<file path="src/rtl/pci_par_pkg.sv">
package pci_par_pkg;
  localparam int LANE_BITS = 8;
  localparam int CMD_WR_BIT = 0;

  typedef struct packed {
    logic addr_ph;
    logic owner;
    logic data_done;
    logic last_done;
    logic wr;
  } phase_ev_t;
endpackage

</file>
<file path="src/rtl/pci_par_calc.sv">
module pci_par_calc
  import pci_par_pkg::*;
#(
  parameter int LANES = 4,
  localparam int AD_W = LANE_BITS * LANES
) (
  input  logic            clk,
  input  logic            rst_n,
  input  logic [AD_W-1:0] ad,
  input  logic [LANES-1:0] cbe_n,
  output logic            par_q
);
  function automatic logic lane_parity(input logic [LANE_BITS-1:0] b, input logic e);
    logic p;
    p = e;
    for (int i = 0; i < LANE_BITS; i++) p = p ^ b[i];
    return p;
  endfunction

  logic [LANES-1:0] lane_p;

  for (genvar g = 0; g < LANES; g++) begin : g_lane
    assign lane_p[g] = lane_parity(ad[g*LANE_BITS +: LANE_BITS], cbe_n[g]);
  end

  always_ff @(posedge clk or negedge rst_n) begin
    if (!rst_n) par_q <= 1'b0;
    else        par_q <= ^lane_p;
  end
endmodule

</file>
<file path="src/rtl/pci_par_phase_trk.sv">
module pci_par_phase_trk
  import pci_par_pkg::*;
(
  input  logic      clk,
  input  logic      rst_n,
  input  logic      cmd_wr,
  input  logic      frame_n,
  input  logic      irdy_n,
  input  logic      trdy_n,
  input  logic      gnt_n,
  output phase_ev_t ev
);
  logic idle_q, busy_q, wr_q;
  logic bus_idle, addr_ph, data_done, last_done;

  assign bus_idle  = frame_n & irdy_n;
  assign addr_ph   = idle_q & ~frame_n;
  assign data_done = busy_q & ~irdy_n & ~trdy_n;
  assign last_done = data_done & frame_n;

  always_ff @(posedge clk or negedge rst_n) begin
    if (!rst_n) begin
      idle_q <= 1'b1;
      busy_q <= 1'b0;
      wr_q   <= 1'b0;
    end else begin
      idle_q <= bus_idle;
      if (addr_ph) begin
        busy_q <= 1'b1;
        wr_q   <= cmd_wr;
      end else if (last_done || bus_idle) begin
        busy_q <= 1'b0;
      end
    end
  end

  assign ev.addr_ph   = addr_ph;
  assign ev.owner     = ~gnt_n;
  assign ev.data_done = data_done;
  assign ev.last_done = last_done;
  assign ev.wr        = wr_q;

  // an address phase needs an idle bus on the clock before
  a_r8_addr_after_idle: assert property (@(posedge clk) disable iff (!rst_n)
    addr_ph |-> ($past(frame_n) && $past(irdy_n)));

  // a completed data phase needs both ready strobes low
  a_r6_done_needs_ready: assert property (@(posedge clk) disable iff (!rst_n)
    data_done |-> (!irdy_n && !trdy_n && !addr_ph));
endmodule

</file>
<file path="src/rtl/pci_par_drive.sv">
module pci_par_drive
  import pci_par_pkg::*;
(
  input  logic      clk,
  input  logic      rst_n,
  input  logic      bypass,
  input  phase_ev_t ev,
  output logic      oe_q,
  output logic      par_oe
);
  logic addr_drv, data_drv;

  assign addr_drv = ev.addr_ph & ev.owner;
  assign data_drv = ev.data_done & ev.wr;

  always_ff @(posedge clk or negedge rst_n) begin
    if (!rst_n) oe_q <= 1'b0;
    else        oe_q <= addr_drv | data_drv;
  end

  assign par_oe = oe_q & ~bypass;

  // owned address phase enables drive on the next clock
  a_r2_addr_owned: assert property (@(posedge clk) disable iff (!rst_n)
    (ev.addr_ph && ev.owner) |=> oe_q);

  // unowned address phase does not enable drive
  a_r3_addr_foreign: assert property (@(posedge clk) disable iff (!rst_n)
    (ev.addr_ph && !ev.owner) |=> !oe_q);

  // completed write data phase enables drive
  a_r4_write_data: assert property (@(posedge clk) disable iff (!rst_n)
    (ev.data_done && ev.wr) |=> oe_q);

  // completed read data phase does not enable drive
  a_r5_read_quiet: assert property (@(posedge clk) disable iff (!rst_n)
    (ev.data_done && !ev.wr) |=> !oe_q);
endmodule

</file>
<file path="src/rtl/pci_parity_gen.sv">
module pci_parity_gen
  import pci_par_pkg::*;
#(
  parameter int LANES = 4,
  localparam int AD_W = LANE_BITS * LANES
) (
  input  logic             clk,
  input  logic             rst_n,
  input  logic             bypass,
  input  logic [AD_W-1:0]  ad,
  input  logic [LANES-1:0] cbe_n,
  input  logic             frame_n,
  input  logic             irdy_n,
  input  logic             trdy_n,
  input  logic             gnt_n,
  output logic             par,
  output logic             par_oe
);
  phase_ev_t ev;
  logic      oe_q;

  pci_par_calc #(.LANES(LANES)) calc_i (
    .clk(clk), .rst_n(rst_n), .ad(ad), .cbe_n(cbe_n), .par_q(par)
  );

  pci_par_phase_trk trk_i (
    .clk(clk), .rst_n(rst_n), .cmd_wr(cbe_n[CMD_WR_BIT]),
    .frame_n(frame_n), .irdy_n(irdy_n), .trdy_n(trdy_n), .gnt_n(gnt_n),
    .ev(ev)
  );

  pci_par_drive drv_i (
    .clk(clk), .rst_n(rst_n), .bypass(bypass), .ev(ev),
    .oe_q(oe_q), .par_oe(par_oe)
  );

  // driven parity makes the total count of ones even
  a_r1_even_total: assert property (@(posedge clk) disable iff (!rst_n)
    par_oe |-> ($countones({$past(ad), $past(cbe_n), par}) % 2 == 0));

  // enable drops two clocks after the final data phase
  a_r7_release: assert property (@(posedge clk) disable iff (!rst_n)
    ev.last_done |=> ##1 !oe_q);

  // bypass keeps the line undriven
  a_r9_bypass: assert property (@(posedge clk) disable iff (!rst_n)
    bypass |-> !par_oe);
endmodule

</file>
<file path="config.mk">
export PLATFORM = sky130hd
export DESIGN_NAME = pci_parity_gen
export DESIGN_NICKNAME = d
export VERILOG_FILES = /design/src/rtl/pci_par_pkg.sv /design/src/rtl/pci_par_calc.sv /design/src/rtl/pci_par_phase_trk.sv /design/src/rtl/pci_par_drive.sv /design/src/rtl/pci_parity_gen.sv
export SDC_FILE = /design/constraint.sdc
export NUM_CORES = 1
export LEC_CHECK = 0
export BUFFER_PORTS_ARGS = -buffer_cell sky130_fd_sc_hd__buf_2
export CAP_MARGIN = 20
export CORE_AREA = 2 2 39 41
export CTS_BUF_LIST = sky130_fd_sc_hd__clkbuf_8
export DETAILED_ROUTE_END_ITERATION = 8
export DIE_AREA = 0 0 41 43
export PLACE_DENSITY = 0.82
export SETUP_SLACK_MARGIN = 0.1
export SYNTH_ARGS = -nofsm -noshare
export SYNTH_HDL_FRONTEND = slang
export SYNTH_SLANG_ARGS = --single-unit
export TNS_END_PERCENT = 10
</file>
<file path="constraint.sdc">
create_clock -name clk -period 2 [get_ports clk]
set_clock_uncertainty 0.2 [all_clocks]
set_input_delay 0.3 -clock clk [delete_from_list [all_inputs] [get_ports clk]]
set_output_delay 0.3 -clock clk [all_outputs]
set_load 0.02 [all_outputs]
</file>
Word level (Yosys, flattened, before mapping)
Cells that the tools add are included.
{"block": "word_totals", "reg_bits": 5, "latch_bits": 0, "ramBits": 0, "rom_bits": 0, "inputBits": 43, "output_inout_bits": 2, "wordCells": 56, "memories": 0}
{"block": "classes", "add_sub_neg": 0, "n_mul": 0, "div": 0, "n_lt_le_gt_ge": 0, "eq_ne": 0, "shift": 0, "muxes": 2, "bitwise": 46, "n_reduce_logical": 3}
{"operator": "$xor 1x1->1", "count": 32}
{"operator": "$and 1x1->1", "count": 8}
{"operator": "$not 1->1", "count": 5}
{"operator": "$reduce_xor 4->1", "count": 1}
{"operator": "$mux 1", "count": 2}
{"operator": "$reduce_bool 2->1", "count": 1}
{"operator": "$logic_or 1x1->1", "count": 1}
{"operator": "$or 1x1->1", "count": 1}

Longest topological paths before layout
Gate-level depths: netlist (run 1).
{"block": "depth", "ltp_word": 9, "depth_mapped": 5}

By module
A second synthesis (run 1) with hierarchy kept.
{"block": "unflattened", "hier_cells": 54, "area_unflattened_um2": 551.8}
{"mod": "pci_par_calc", "n_inst": 1, "cells_per_inst": 35, "area_per_inst_um2": 336.6, "seq_area_each_um2": 25.0}
{"mod": "pci_par_phase_trk", "n_inst": 1, "cells_per_inst": 16, "area_per_inst_um2": 175.2, "seq_area_each_um2": 76.3}
{"mod": "pci_par_drive", "n_inst": 1, "cells_per_inst": 3, "area_per_inst_um2": 40.0, "seq_area_each_um2": 25.0}

Least setup slack after synthesis (run 1)
Ideal clock, no wire load.
{"block": "synth_timing", "kind": "input to register", "startpoint": "input ad[24]", "endpoint": "register calc_i.par_q", "setup_time_ns": 0.123, "t_arrival_ns": 1.286, "slack_ns": 0.392, "path_stages": 5, "n_path_buf": 0, "path_cell_list": "xor2_1 xnor2_1 xnor2_1 xnor3_1 xnor2_1"}
{"block": "synth_via", "elab_chain_cells": 9}
{"element": "start: declaration", "line_no": "pci_parity_gen.sv:10", "source": "input logic [AD_W-1:0] ad,"}
{"element": "$xor 1x1->1 (8 in a row)", "line_no": "pci_par_calc.sv:16", "source": "for (int i = 0; i < LANE_BITS; i++) p = p ^ b[i];"}
{"element": "$reduce_xor 4->1", "line_no": "pci_par_calc.sv:28", "source": "else par_q <= ^lane_p;"}
{"element": "end signal: assignment", "line_no": "pci_par_calc.sv:28"}
{"element": "end: declaration", "line_no": "pci_par_calc.sv:11", "source": "output logic par_q"}
No other way between the ends.
A chain may end at the register's enable or synchronous reset.

Final worst setup path (run 1)
Ends and elaborated chain as after synthesis.

==> results_dict.tcl, run 1 <==
set metrics [dict create \
    status "complete, no violations" \
    p_seq_frac 0.220 \
    cts_tree "done" \
    netlist_area_um2 500.5 \
    cpPeakStageDelay_ns 0.42 \
    seq_area_frac_synth 0.2525 \
    critical_path_class "primary input to register" \
    grt.total_usage 0.1040 \
    grt_pass1_wl_um 1276 \
    cpMostUsedCell "xnor2_1" \
    intPower_mw 0.4324 \
    critPathBufInv 1 \
    fp.dieH_um 43 \
    ys.flop_type "dfrtp_1" \
    synthAdderAreaFrac 0 \
    worstPathRequired_ns 1.90 \
    finalCritPeriodShare 0.7758 \
    antennaDiodeCount 0 \
    grt_pass1_vias 406 \
    synth_mux_area_frac 0.02250 \
    synth_compound_area_frac 0.02000 \
    netlist.area_leader.share 0.5075 \
    wl_per_cell_um 7.637 \
    worst-path-max-fanout 1 \
    async_flop_share 1.000 \
    max_slew_margin 0.8757 \
    holdCritStartpoint "gnt_n" \
    drv_slew 0 \
    postPlaceCellArea_um2 740.7 \
    rsz0062_at_grt "no" \
    ctsResizeCount 0 \
    worstMarginPinSlew_ns 0.1851 \
    ir_worst_vdd_mv 0.3349 \
    nets 141 \
    drtIter0Drc 0 \
    period_minus_slack_ns 1.552 \
    p_clk_frac 0.298 \
    design.core.area_um2 1384 \
    routed_wl_um 863 \
    yosys.area.top_type "xnor2_1" \
    gp_congestion 0.6299 \
    crit_start "ad[24]" \
    stdcell_area_um2 795.8 \
    grt_overflow_total 0 \
    clk_latency_ns 0.22 \
    power_leakage_nw 0.3773 \
    synth_area_leaders "xnor2_1, dfrtp_1, xor2_1, dfstp_2, xnor3_1" \
    synth_most_common_cell "xnor2_1" \
    ys_warn_count 0 \
    synthSimpleGateAreaFrac 0.08250 \
    power_mw 0.5921 \
    hold_violations 0 \
    ys_ff_latch 5 \
    clock.fmax_mhz 644.5 \
    cts_buffers 3 \
    p_comb_frac 0.482 \
    drc 0 \
    p_sw_frac 0.2697 \
    num_rows 14 \
    portBuffers 44 \
    viasPerCell 4.106 \
    p_sw_mw 0.1597 \
    cts_sinks 5 \
    synth_xor_area_frac 0.6225 \
    cts_max_path_buffers 2 \
    ios 45 \
    reg2reg_from "trk_i.idle_q" \
    synth_top_family_by_area "XOR/XNOR gates" \
    netlist_instances 48 \
    power_density_nw_per_um2 744.1 \
    grt_max_degree 6 \
    arrival_ns 1.45 \
    grt_antenna_before_repair 0 \
    hp-class "primary input to register" \
    syn_nets 91 \
    worst_setup_path_end_kind "register" \
    critPathLaunchType "primary input" \
    drive_gt1_frac 0.5052 \
    root_buffer "clkbuf_8" \
    drt_first_pass_iters 1 \
    dieArea_um2 1763 \
    syn_avg_cell_area_um2 10.43 \
    area_growth_syn_to_layout_pct 59.00 \
    initial_core_util 0.3617 \
    die_w_um 41 \
    cts_htree_levels 1 \
    cp_top_family "XOR/XNOR gates" \
    maxCapViolations 0 \
    crit_chain "buf_2 > xor2_1 > xnor2_1 > xnor2_1 > xnor3_1 > xnor2_1" \
    ys_types 13 \
    finalSetupViolations 0 \
    tns_ns 0 \
    yosys-top-cells-count "xnor2_1, dfrtp_1, xor2_1" \
    clk_pin_slew_ns 0.03 \
    postRouteAntennaNets 0 \
    cp_slowest_cell "xnor3_1" \
    vias 464 \
    synth_edf_count 0 \
]
## sequential cells by signal, summed over array words and instances, names as in the netlist
signal / count
trk_i.idle_q: 1
trk_i.wr_q: 1
calc_i.par_q: 1
drv_i.oe_q: 1
trk_i.busy_q: 1
## kinds of logic (layout without fill, tap and decap cells)
group	count (synthesis)	after routing
AO/OA/AOI/OAI	2	2
flip-flops	5	5
buffers and inverters	0	49
multiplexers	1	1
XOR/XNOR	34	34
AND/OR/NAND/NOR	6	6
## metrics by stage
stage          hold slack [ns]  utilization  worst slack (ns)  instances
2_1_floorplan          -0.1956            -            0.3915         48
3_3_place_gp          -0.08540       0.5353            0.2567        108
3_5_place_dp          -0.08749       0.5353            0.2062        108
4_1_cts                0.08999       0.5750            0.4262        113
5_1_grt                 0.1085       0.5750            0.3465        113
6_report               0.08933       0.5750            0.4484        113
## routing by layer
metal  vias up  GRT usage  wire [um]
met2        28     0.2031        452
met5         -          0          0
met1       188    0.08525        310
met3         0          0        100
met4         0    0.08000          0
li1        248          -          -
## final timing paths
kind | to | slack [ns] | cells past startpoint
worst min-delay path | drv_i.oe_q | 0.09 | 2
worst min register to register | trk_i.wr_q | 0.32 | 1
max in group asynchronous | trk_i.idle_q | 1.15 | 2
worst max register to register | trk_i.wr_q | 0.82 | 2
min in group asynchronous | trk_i.busy_q | 0.24 | 2
worst max-delay path | calc_i.par_q | 0.45 | 6
## cell type report
cell class	instances	area [um^2]
tap	16	20.02
fill	117	588.1
clock inverter	1	3.754
sequential	5	126.4
multi-input combinational	43	374.1
timing repair buffer	45	230.2
clock buffer	3	41.29
## cells in the final DEF (no fill, tap or decap), types with 2 or more instances in the layout
| cell | synthesis | routed |
|---|---|---|
| buf_2 | 0 | 44 |
| clkbuf_8 | 0 | 3 |
| dfrtp_1 | 4 | 4 |
| o21ai_0 | 2 | 2 |
| xnor2_1 | 29 | 29 |
| xor2_1 | 4 | 4 |
## power by group through the flow
| stage | logic, mW | registers [mW] | clock network (mW) |
|---|---|---|---|
| CTS | 0.292 | 0.130 | 0.181 |
| global route | 0.316 | 0.131 | 0.186 |
| floorplan | 0.201 | 0.145 | 0 |
| global placement | 0.283 | 0.131 | 0 |
| finish | 0.286 | 0.130 | 0.176 |
| detailed placement | 0.290 | 0.132 | 0 |
## timing repair
action,CTS,global route
endpoints found under the hold margin,5,0
buffers inserted,0,0
hold buffers,1,0
No activity file was read; power rests on OpenSTA's default activity.
==> run 2, diff against run 1 <==
CORE_AREA = default   (was 2 2 39 41)
CORE_MARGIN = 2   (was default)
CORE_UTILIZATION = 34   (was default)
DIE_AREA = default   (was 0 0 41 43)
PLACE_DENSITY = 0.78   (was 0.82)
clock period = 1.4 ns   (was 2 ns; I/O delays follow)
==> results_dict.tcl, run 2 (synthesized netlist as in run 1, its figures left out) <==
set metrics [dict create \
    cts_buffers 3 \
    grt_antenna_before_repair 0 \
    ir_worst_vdd_mv 0.6092 \
    crit_chain "buf_2 > xnor2_2 > xnor2_1 > xnor2_1 > xnor3_1 > xnor2_1" \
    layout_commonest_cell "buf_2" \
    critPathBufInv 1 \
    portBuffers 44 \
    p_clk_frac 0.293 \
    finalCritPeriodShare 1.040 \
    initial_core_util 0.3752 \
    worst_setup_path_end_kind "register" \
    fp.dieH_um 42.37 \
    postRouteAntennaNets 0 \
    p_comb_frac 0.488 \
    grt_pass1_wl_um 1607 \
    rsz0062_at_grt "yes" \
    status "finished with violations" \
    finalSetupViolations 1 \
    intPower_mw 0.6232 \
    power_leakage_nw 0.3928 \
    worst_slack_ns -0.05559 \
    max_slew_margin 0.8539 \
    power_density_nw_per_um2 1048 \
    drt_first_pass_iters 4 \
    design.core.area_um2 1334 \
    viasPerCell 4.372 \
    clk_pin_slew_ns 0.03 \
    worstPathRequired_ns 1.30 \
    drtIter0Drc 6 \
    die_w_um 42.37 \
    nets 142 \
    stdcell_area_um2 819.5 \
    arrival_ns 1.35 \
    cts_sinks 5 \
    drive_gt1_frac 0.5204 \
    worstMarginPinSlew_ns 0.2176 \
    clock.fmax_mhz 687.0 \
    seq_area_um2 126.4 \
    violations "setup timing" \
    drc 0 \
    n_fill_cell 128 \
    gp_congestion 0.5987 \
    hold_violations 0 \
    cp_top_family "XOR/XNOR gates" \
    tns_ns -0.05559 \
    root_buffer "clkbuf_8" \
    worst-path-max-fanout 1 \
    multi_input_area_um2 389.1 \
    maxCapViolations 0 \
    cp_slowest_cell "xnor3_1" \
    hp-class "primary input to register" \
    area_growth_syn_to_layout_pct 63.75 \
    antennaDiodeCount 0 \
    p_seq_frac 0.218 \
    cts_max_path_buffers 2 \
    p_sw_frac 0.2746 \
    routed_wl_um 1011 \
    cpMostUsedCell "xnor2_1" \
    dp_hpwl_um 915 \
    drv_slew 0 \
    period_minus_slack_ns 1.456 \
    grt.total_usage 0.1177 \
    grt_pass1_vias 475 \
    cts_tree "done" \
    critical_path_class "primary input to register" \
    vias 494 \
    dieArea_um2 1795 \
    grt_overflow_total 0 \
    cpPeakStageDelay_ns 0.41 \
    wl_per_cell_um 8.947 \
    p_sw_mw 0.2360 \
    num_rows 13 \
    cts_htree_levels 1 \
    grt_max_degree 6 \
    postPlaceCellArea_um2 747.0 \
    clk_latency_ns 0.22 \
    final_cell_mix "buf_2, xnor2_1, xor2_1, dfrtp_1, clkbuf_8" \
    ios 45 \
    critPathLaunchType "primary input" \
]
[run 2: changes by cell type in the layout (fill, tap and decap cells not counted), sizes merged]
cell | before | now
dlygate4sd3 | 1 | 2
[run 2: path summary, 6_finish.rpt]
check | startpoint | slack [ns] | cells past startpoint | endpoint
worst min register to register | trk_i.wr_q | 0.31 | 1 | trk_i.wr_q
min in group asynchronous | rst_n | 0.13 | 2 | trk_i.wr_q
worst min-delay path | frame_n | 0.02 | 2 | trk_i.busy_q
worst max-delay path | cbe_n[1] | -0.06 | 6 | calc_i.par_q
max in group asynchronous | rst_n | 0.66 | 2 | trk_i.idle_q
worst max register to register | trk_i.idle_q | 0.22 | 2 | trk_i.wr_q
[run 2: repair_timing]
item	CTS	global route
endpoints found under the setup margin	1	1
cloned	0	0
endpoints found under the hold margin	6	0
gates resized for setup	0	1
hold buffers	2	0
pin swaps	1	4
buffers inserted	0	0
[run 2: power by group through the flow]
| stage | logic, mW | registers, mW | clock network (mW) |
|---|---|---|---|
| after global routing | 0.457 | 0.190 | 0.274 |
| after global placement | 0.407 | 0.188 | 0 |
| after CTS | 0.425 | 0.188 | 0.261 |
| after detailed placement | 0.420 | 0.190 | 0 |
| final | 0.419 | 0.188 | 0.252 |
| after floorplan | 0.289 | 0.207 | 0 |
[run 2: metrics by stage]
step	utilization	hold slack [ns]	std cells	setup WS [ns]	power [mW]
2_1_floorplan	-	-0.2856	48	-0.1011	0.4956
3_3_place_gp	0.5600	-0.1709	107	-0.2507	0.5947
3_5_place_dp	0.5600	-0.1657	107	-0.2835	0.6098
4_1_cts	0.6088	0.01899	113	-0.06700	0.8747
5_1_grt	0.6144	0.04104	113	-0.1090	0.9212
6_report	0.6144	0.02164	113	-0.05559	0.8592
[run 2: final cells by class]
cell class,instances,area share
Sequential cell,5,0.1542
Clock inverter,1,0.004580
Clock buffer,3,0.05038
Timing Repair Buffer,46,0.2931
Multi-Input combinational cell,43,0.4748
Tap cell,15,0.02290
[run 2: layer usage]
| layer | up-vias | track usage | wire length, um |
|---|---|---|---|
| met3 | 2 | 0.04310 | 110 |
| li1 | 251 | - | - |
| met2 | 27 | 0.2277 | 559 |
| met4 | 0 | 0.05625 | 12 |
| met5 | - | 0 | 0 |
| met1 | 214 | 0.1044 | 328 |
